## config.mk

```make
export PLATFORM = sky130hd
export DESIGN_NAME = bitser_mult
export DESIGN_NICKNAME = d
export VERILOG_FILES = /design/src/rtl/bsm_pkg.sv /design/src/rtl/bsm_ctrl.sv /design/src/rtl/bsm_bshift.sv /design/src/rtl/bsm_cell.sv /design/src/rtl/bitser_mult.sv
export SDC_FILE = /design/constraint.sdc
export NUM_CORES = 1
export LEC_CHECK = 0
export ABC_AREA = 0
export CORE_MARGIN = 3
export CORE_UTILIZATION = 54
export DETAILED_ROUTE_END_ITERATION = 10
export PLACE_DENSITY = 0.77
export SYNTH_ARGS = -nofsm -noshare
export SYNTH_HDL_FRONTEND = slang
export SYNTH_HIERARCHICAL = 1
export SYNTH_SLANG_ARGS = --single-unit
```

## constraint.sdc

```tcl
create_clock -name clk -period 3.8 [get_ports clk]
set_input_delay 0.76 -clock clk [delete_from_list [all_inputs] [get_ports clk]]
set_output_delay 0.76 -clock clk [all_outputs]
set_load 0.03 [all_outputs]
```

## src/rtl/bsm_pkg.sv

```systemverilog
package bsm_pkg;
  typedef enum logic [1:0] {
    SQ_IDLE = 2'd0,
    SQ_RUN  = 2'd1,
    SQ_TAIL = 2'd2,
    SQ_FIN  = 2'd3
  } seq_state_t;
endpackage

```

## src/rtl/bsm_ctrl.sv

```systemverilog
module bsm_ctrl
  import bsm_pkg::*;
#(
  parameter int ITER      = 8,
  parameter int ZERO_FROM = 4
) (
  input  logic clk,
  input  logic rst,
  input  logic go,
  output logic load,
  output logic step,
  output logic fill_zero,
  output logic fin
);
  localparam int CW = (ITER > 1) ? $clog2(ITER) : 1;
  localparam logic [CW-1:0] LAST_IDX = CW'(ITER - 1);
  localparam logic [CW-1:0] ZERO_IDX = CW'(ZERO_FROM);

  seq_state_t st_q, st_nx;
  logic [CW-1:0] cnt_q;
  logic last;

  assign load      = go && (st_q == SQ_IDLE || st_q == SQ_FIN);
  assign step      = (st_q == SQ_RUN);
  assign last      = step && (cnt_q == LAST_IDX);
  assign fill_zero = (cnt_q >= ZERO_IDX);
  assign fin       = (st_q == SQ_FIN);

  always_comb begin
    st_nx = st_q;
    unique case (st_q)
      SQ_IDLE: if (load) st_nx = SQ_RUN;
      SQ_RUN:  if (last) st_nx = SQ_TAIL;
      SQ_TAIL: st_nx = SQ_FIN;
      SQ_FIN:  st_nx = load ? SQ_RUN : SQ_IDLE;
      default: st_nx = SQ_IDLE;
    endcase
  end

  always_ff @(posedge clk) begin
    if (rst) begin
      st_q  <= SQ_IDLE;
      cnt_q <= '0;
    end else begin
      st_q <= st_nx;
      if (load || last) cnt_q <= '0;
      else if (step)    cnt_q <= cnt_q + CW'(1);
    end
  end

  AST_FIN_PULSE: assert property (@(posedge clk) disable iff (rst) fin |=> !fin);
  AST_FIN_AFTER_TAIL: assert property (@(posedge clk) disable iff (rst) (st_q == SQ_TAIL) |=> fin);
  AST_GO_IGNORED: assert property (@(posedge clk) disable iff (rst)
    (step && !last && go) |=> (step && cnt_q == $past(cnt_q) + CW'(1)));
  AST_TAIL_IGNORES_GO: assert property (@(posedge clk) disable iff (rst) (st_q == SQ_TAIL) |-> !load);
  AST_BACK_TO_BACK: assert property (@(posedge clk) disable iff (rst) (fin && go) |=> (step && cnt_q == '0));
  AST_RESET_IDLE: assert property (@(posedge clk) rst |=> (!fin && !step));
endmodule

```

## src/rtl/bsm_bshift.sv

```systemverilog
module bsm_bshift #(
  parameter int N = 4
) (
  input  logic         clk,
  input  logic         rst,
  input  logic         clr,
  input  logic         en,
  input  logic         zero_fill,
  input  logic         bit_in,
  output logic [N-1:0] b_nx
);
  logic [N-1:0] b_q;
  logic         ins;

  assign ins  = zero_fill ? 1'b0 : bit_in;
  assign b_nx = {b_q[N-2:0], ins};

  always_ff @(posedge clk) begin
    if (rst || clr) b_q <= '0;
    else if (en)    b_q <= b_nx;
  end

  AST_B_SHIFT: assert property (@(posedge clk) disable iff (rst)
    (en && !clr) |=> (b_q[N-1:1] == $past(b_q[N-2:0])));
  AST_ZERO_FILL: assert property (@(posedge clk) disable iff (rst)
    (en && zero_fill && !clr) |=> (b_q[0] == 1'b0));
  AST_B_CLEAR: assert property (@(posedge clk) disable iff (rst) clr |=> (b_q == '0));
endmodule

```

## src/rtl/bsm_cell.sv

```systemverilog
module bsm_cell (
  input  logic clk,
  input  logic rst,
  input  logic clr,
  input  logic en,
  input  logic a_bit,
  input  logic b_bit,
  input  logic sum_up,
  output logic sum_out,
  output logic cy_q
);
  logic pp, cy_nx;

  assign pp      = a_bit & b_bit;
  assign sum_out = pp ^ cy_q ^ sum_up;
  assign cy_nx   = (pp & cy_q) | (pp & sum_up) | (cy_q & sum_up);

  always_ff @(posedge clk) begin
    if (rst || clr) cy_q <= 1'b0;
    else if (en)    cy_q <= cy_nx;
  end

  AST_CARRY_CLEAR: assert property (@(posedge clk) disable iff (rst) clr |=> !cy_q);
  AST_CARRY_HOLD: assert property (@(posedge clk) disable iff (rst) (!en && !clr) |=> $stable(cy_q));
endmodule

```

## src/rtl/bitser_mult.sv

```systemverilog
module bitser_mult #(
  parameter int OPW = 4
) (
  input  logic           clk,
  input  logic           rst,
  input  logic           go,
  input  logic [OPW-1:0] mcand,
  input  logic           mplier_bit,
  output logic           prod_bit,
  output logic           fin
);
  localparam int ITER = 2 * OPW;

  logic           load, step, fill_zero;
  logic [OPW-1:0] a_q, b_nx, cy_vec;
  logic [OPW:0]   sum_chain;

  bsm_ctrl #(.ITER(ITER), .ZERO_FROM(OPW)) u_ctrl (
    .clk(clk), .rst(rst), .go(go),
    .load(load), .step(step), .fill_zero(fill_zero), .fin(fin)
  );

  bsm_bshift #(.N(OPW)) u_bsh (
    .clk(clk), .rst(rst), .clr(load), .en(step),
    .zero_fill(fill_zero), .bit_in(mplier_bit), .b_nx(b_nx)
  );

  always_ff @(posedge clk) begin
    if (rst)       a_q <= '0;
    else if (load) a_q <= mcand;
  end

  assign sum_chain[OPW] = 1'b0;

  for (genvar j = OPW - 1; j >= 0; j--) begin : g_cell
    bsm_cell u_cell (
      .clk(clk), .rst(rst), .clr(load), .en(step),
      .a_bit(a_q[j]), .b_bit(b_nx[j]),
      .sum_up(sum_chain[j+1]), .sum_out(sum_chain[j]),
      .cy_q(cy_vec[j])
    );
  end

  always_ff @(posedge clk) begin
    if (rst)       prod_bit <= 1'b0;
    else if (step) prod_bit <= sum_chain[0];
  end

  AST_CARRIES_DRAINED: assert property (@(posedge clk) disable iff (rst) fin |-> (cy_vec == '0));
  AST_A_HELD: assert property (@(posedge clk) disable iff (rst) (step && !load) |=> $stable(a_q));
  AST_OUT_HOLD_IDLE: assert property (@(posedge clk) disable iff (rst) !step |=> $stable(prod_bit));
  AST_RESET_OUT: assert property (@(posedge clk) rst |=> (!prod_bit && !fin));
endmodule

```

# Word level (Yosys, flattened, before mapping)
# Index checks and enable logic that the tools add are counted.
[totals] register_bits=17 input_bits=8 out_inout_bits=2
[op_classes] add_sub_neg=1 order_cmp=1 n_eq_ne=6 muxes=5 bitwise=27 n_reduce_logical=8
[ops] cell="$and 1x1->1" count=14
[ops] cell="$pmux 2 s4" count=1
[ops] cell="$xor 1x1->1" count=7
[ops] cell="$or 1x1->1" count=6
[ops] cell="$eq 2x2->1 const B" count=2
[ops] cell="$mux 2" count=2
[ops] cell="$add 3x1->3 const B" count=1
[ops] cell="$eq 3x3->1 const B" count=1
[ops] cell="$ge 3x3->1 const B" count=1
[ops] cell="$logic_or 1x1->1" count=3
[ops] cell="$eq 2x1->1 const B" count=1
[ops] cell="$logic_and 1x1->1" count=2
[ops] cell="$logic_not 2->1" count=1
[ops] cell="$mux 1" count=2
[ops] cell="$ne 2x1->1 const B" count=1
[ops] cell="$ne 2x2->1 const B" count=1
[ops] cell="$reduce_and 2->1" count=1
[ops] cell="$reduce_or 2->1" count=1

# Depth between registers and ports, before layout
[logic_depth] depth_word=7 ltp_mapped=14 mapped_depth_nobuf=14

# Cells and area by module
# Netlist, hierarchy kept.
[by_module_without_submodules] module="bsm_ctrl" instances=1 cells_per_inst=35 area_each_um2=339.1
[by_module_without_submodules] module="bsm_cell" instances=4 cells_per_inst=8 area_each_um2=73.8
[by_module_without_submodules] module="bitser_mult" instances=1 cells_per_inst=17 area_each_um2=177.7
[by_module_without_submodules] module="bsm_bshift" instances=1 cells_per_inst=12 area_each_um2=130.1

# Worst setup path before layout
# No wires, ideal clock.
[synth_timing] path_kind="reg2reg" startpoint="register g_cell[3].u_cell.cy_q" endpoint="register g_cell[0].u_cell.cy_q" setup_time_ps=103 arrival_time_ps=2744 setup_slack_ps=952 stages_incl_launch_ff=13 n_path_buf=0 path_cell_list="dfxtp_1 -> inv_1 -> fa_1 -> inv_1 -> inv_1 -> fa_1 -> inv_1 -> inv_1 -> fa_1 -> inv_1 -> inv_1 -> fa_1 -> a2111oi_2"
[synth_between] elab_chain_cells=6 elab_cells_between_ends=7 cone_classes="7 x bitwise"
[synth_lines] element="from (decl)" line="bsm_cell.sv:10" source="output logic cy_q"
[synth_lines] element="from (signal assigned)" line="bsm_cell.sv:20" source="else if (en) cy_q <= cy_nx;"
[synth_lines] element="$xor 1x1->1 (*)" line="bsm_cell.sv:15" source="assign sum_out = pp ^ cy_q ^ sum_up;"
[synth_lines] element="net sum_chain[3]" line="bitser_mult.sv:16" source="logic [OPW:0] sum_chain;"
[synth_lines] element="$xor 1x1->1 (*)" line="bsm_cell.sv:15"
[synth_lines] element="net sum_chain[2]" line="bitser_mult.sv:16"
[synth_lines] element="$xor 1x1->1 (*)" line="bsm_cell.sv:15"
[synth_lines] element="net sum_chain[1]" line="bitser_mult.sv:16"
[synth_lines] element="$and 1x1->1" line="bsm_cell.sv:16" source="assign cy_nx = (pp & cy_q) | (pp & sum_up) | (cy_q & sum_up);"
[synth_lines] element="$or 1x1->1" line="bsm_cell.sv:16"
[synth_lines] element="$or 1x1->1 (*)" line="bsm_cell.sv:16"
[synth_lines] element="to (signal assigned)" line="bsm_cell.sv:20"
[synth_lines] element="to (decl)" line="bsm_cell.sv:10"
# The timed path passes the listed nets; every way through them passes the cells marked *.
# A chain may end at the register's enable or synchronous reset.

# Final worst setup path
[layout_timing] startpoint="register a_q[3]" endpoint="register g_cell[0].u_cell.cy_q"
[layout_between] elab_chain_cells=7 elab_cells_between_ends=8 cone_classes="8 x bitwise"
[layout_lines] element="from (decl)" line="bitser_mult.sv:15" source="logic [OPW-1:0] a_q, b_nx, cy_vec;"
[layout_lines] element="from (signal assigned)" line="bitser_mult.sv:30" source="else if (load) a_q <= mcand;"
[layout_lines] element="$and 1x1->1 (*)" line="bsm_cell.sv:14" source="assign pp = a_bit & b_bit;"
[layout_lines] element="$xor 1x1->1 (*)" line="bsm_cell.sv:15"
[layout_lines] element="net sum_chain[3]" line="bitser_mult.sv:16"
[layout_lines] element="$xor 1x1->1 (*)" line="bsm_cell.sv:15"
[layout_lines] element="net sum_chain[2]" line="bitser_mult.sv:16"
[layout_lines] element="$xor 1x1->1 (*)" line="bsm_cell.sv:15"
[layout_lines] element="net sum_chain[1]" line="bitser_mult.sv:16"
[layout_lines] element="$and 1x1->1" line="bsm_cell.sv:16"
[layout_lines] element="$or 1x1->1" line="bsm_cell.sv:16"
[layout_lines] element="$or 1x1->1 (*)" line="bsm_cell.sv:16"
# Marked as above.

==> results.py <==
metrics = {
    "outcome": {
        "status": "finished, final reports clean",
    },
    "worst_setup_path": {
        "slowest_stage": "fa_1",
        "cp_cell_sequence": "nand2_1 -> fa_1 -> inv_1 -> inv_1 -> fa_1 -> inv_1 -> inv_1 -> fa_1 -> inv_1 -> inv_1 -> fa_1 -> a2111oi_2",
        "cp_max_fo": 2,
        "path_class": "flip-flop to flip-flop",
        "path_delay_family": "adder cells",
        "startpoint": "a_q[3]$_SDFFE_PP0P_",
        "crit_buf_inv": 6,
        "cp_data_required_time_ns": 3.98,
        "crit_path_start_kind": "flip-flop",
        "crit_top_cell": "inv_1",
        "r2r_start": "a_q[3]$_SDFFE_PP0P_",
        "max_stage_delay_ns": 0.47,
        "worstSetupEndpointType": "flip-flop",
        "arrival_ns": 3.16,
    },
    "power_and_ir_drop": {
        "clkPwrFrac_pct": 15.9,
        "power_frac_comb_pct": 46.0,
        "power_density_mw_per_mm2": 563,
        "peakVddDrop_mv": 0.441,
        "intPower_uw": 371,
        "seq_power_share_pct": 38.1,
        "p_leak_uw": 0.000408,
        "switchingPower_uw": 225,
        "switching_share_pct": 37.8,
    },
    "logic_synthesis": {
        "yosysTopAreaCell": "dfxtp_1",
        "syn_nets": 114,
        "synth_common_cells": "dfxtp_1 (17), inv_1 (16), nor2_1 (12)",
        "ys_seq_area_share_pct": 36.1,
        "synth_top_family_by_area": "adder cells",
        "yosys.area_share.simple_pct": 14.5,
        "synth_edf_count": 0,
        "synth_most_common_cell": "dfxtp_1",
        "synthMuxAreaShare_pct": 10.6,
        "synth-xor-area-share_pct": 0.930,
        "synth_ff_type": "dfxtp_1",
        "ys_seq_elements": 17,
        "synth.avg_cell_area_sq_um": 9.81,
        "synth_fa_ha_area_share_pct": 16.5,
        "yosysUniqueCellTypes": 28,
        "synth_compound_area_share_pct": 11.7,
        "yosysWarnings": 6,
        "syn_inst": 96,
        "synth_top_area_share_pct": 36.1,
        "synth_area_leaders": "dfxtp_1 (36%), mux2i_1 (11%), fa_1 (8.5%)",
        "netlist_area_sq_um": 942,
        "async_reset_ff_share_pct": 0,
    },
    "run": {
        "cap_violations": 0,
    },
    "clocking": {
        "worst_skew_pair.late_latency_ns": 0.28,
        "cts_tree": "built",
        "cts_root_buffer": "clkbuf_4",
        "cts_buffers": 3,
        "h-tree-depth": 1,
        "cts-resized-gates": 0,
        "clk_pin_slew_ns": 0.10,
        "cts_hold_buf": 0,
        "cts_buffer_depth": 2,
        "cts.sinks": 17,
        "post_cts_buffers": 0,
    },
    "worst_hold_path": {
        "hp-class": "flip-flop to flip-flop",
        "min-delay-start": "a_q[0]$_SDFFE_PP0P_",
    },
    "placement": {
        "globalplace.congestion": 0.645,
        "port_buffers": 9,
        "dp_hpwl_um": 1120,
    },
    "final_layout": {
        "nets": 125,
        "fill_cells": 136,
        "area_delta_synth_final_pct": 12.4,
        "layout-drive-gt1-share_pct": 10.4,
        "antenna_cells": 0,
        "utilization_pct": 67.1,
    },
    "global_route": {
        "grt_max_degree": 19,
        "grt_antenna_before_repair": 0,
        "grt_overflow": 0,
        "grt.total_usage_pct": 16.5,
        "grt_pass1_vias": 622,
        "grt_pass1_wl_um": 2570,
    },
    "detailed_routing": {
        "routed_wl_um": 1510,
        "drc": 0,
        "viasPerCell": 5.36,
        "wl_per_cell_um": 12.4,
        "dr.pass1.iters": 4,
        "drtIter0Drc": 7,
        "vias": 654,
        "ant_nets": 0,
    },
    "sta": {
        "skew_ns": 0.000910,
        "tightest_slew_ns": 0.866,
        "finalSetupViolCount": 0,
        "slew_violations": 0,
        "rsz0062_at_grt": "no",
        "finalCritPeriodShare_pct": 78.4,
        "fin_tns_setup_ns": 0,
        "fmax_mhz": 336,
        "slew_headroom_pct": 42.3,
        "hold_viol": 0,
        "min_period_ns": 2.98,
    },
    "die": {
        "design.die.area_sq_mm": 0.00228,
        "ios": 10,
        "num_rows": 14,
        "die_x_um": 47.8,
        "die_h_um": 47.8,
        "start_util_pct": 59.8,
        "design.core.area_sq_mm": 0.00158,
    },
}
-- routing by layer --
layer  vias up  track usage, %  wire, um
li1        331               -         -
met1       307            18.8       672
met2        12            26.4       751
met3         4            5.64        55
met4         0            10.2        33
met5         -               0         0
-- power groups by stage --
stage / Clock [uW] / Combinational [uW] / Sequential, uW
2_1_floorplan: 0 / 222 / 235
3_3_place_gp: 0 / 265 / 230
3_5_place_dp: 0 / 277 / 232
4_1_cts: 98.6 / 277 / 228
5_1_grt: 108 / 306 / 231
6_report: 94.6 / 274 / 227
-- layout make-up --
class	instances	area (sq um)	area share, %
multi-input combinational	59	514	48.6
clock buffer	4	26.3	2.48
tap	16	20.0	1.89
inverter	16	60.1	5.67
sequential	17	340	32.2
timing repair buffer	10	97.6	9.22
-- through the flow --
step	worst slack, ns	cell area [sq um]	hold WS, ns	std cells	power (uW)
6_report	0.821	1060	0.509	122	596
5_1_grt	0.624	1060	0.546	122	646
4_1_cts	0.802	1060	0.509	122	604
3_5_place_dp	0.826	1030	0.484	118	509
3_3_place_gp	0.868	1030	0.476	118	495
2_1_floorplan	0.952	942	0.461	96	457
-- path summary, 6_finish.rpt --
check | end | slack (ns) | depth (start not counted)
min | a_q[0]$_SDFFE_PP0P_ | 0.51 | 2
min reg2reg | a_q[0]$_SDFFE_PP0P_ | 0.51 | 2
max reg2reg | g_cell[0].u_cell/cy_q$_SDFFE_PP0P_ | 0.82 | 12
max | g_cell[0].u_cell/cy_q$_SDFFE_PP0P_ | 0.82 | 12
-- flip-flops by register name (all words and copies together), names as in the netlist --
register	count
a_q	4
g_cell.u_cell/cy_q	4
u_bsh/b_q	3
u_ctrl/cnt_q	3
u_ctrl/st_q	2
prod_bit	1
-- cells in the final DEF (no fill, tap or decap), types with 2 or more instances in the layout --
cell             netlist  layout
ha_1                   6       6
clkdlybuf4s50_1        0       9
mux2i_1               10      10
nor3_1                 2       2
nand2_1                5       5
nor2_1                12      12
nor2b_1                2       2
a2111oi_2              4       4
inv_1                 16      16
fa_1                   4       4
dfxtp_1               17      17
clkbuf_4               0       3
-- worst reg2reg max path: cells and delay by family (launching register included) --
family	cells	cell delay, ns
compound gates	1	0.36
flops	1	0.34
buf+inv	6	0.33
fa+ha+maj	4	1.77
simple gates	1	0.07
-- cells by family after synthesis --
kind of cell / count (synthesis)
buffers and inverters: 20
XOR/XNOR: 1
multiplexers: 10
adder cells (fa/ha/maj): 10
other: 1
AO/OA/AOI/OAI: 10
AND/OR/NAND/NOR: 27
flip-flops: 17
Power figures use the tool's default switching activity.
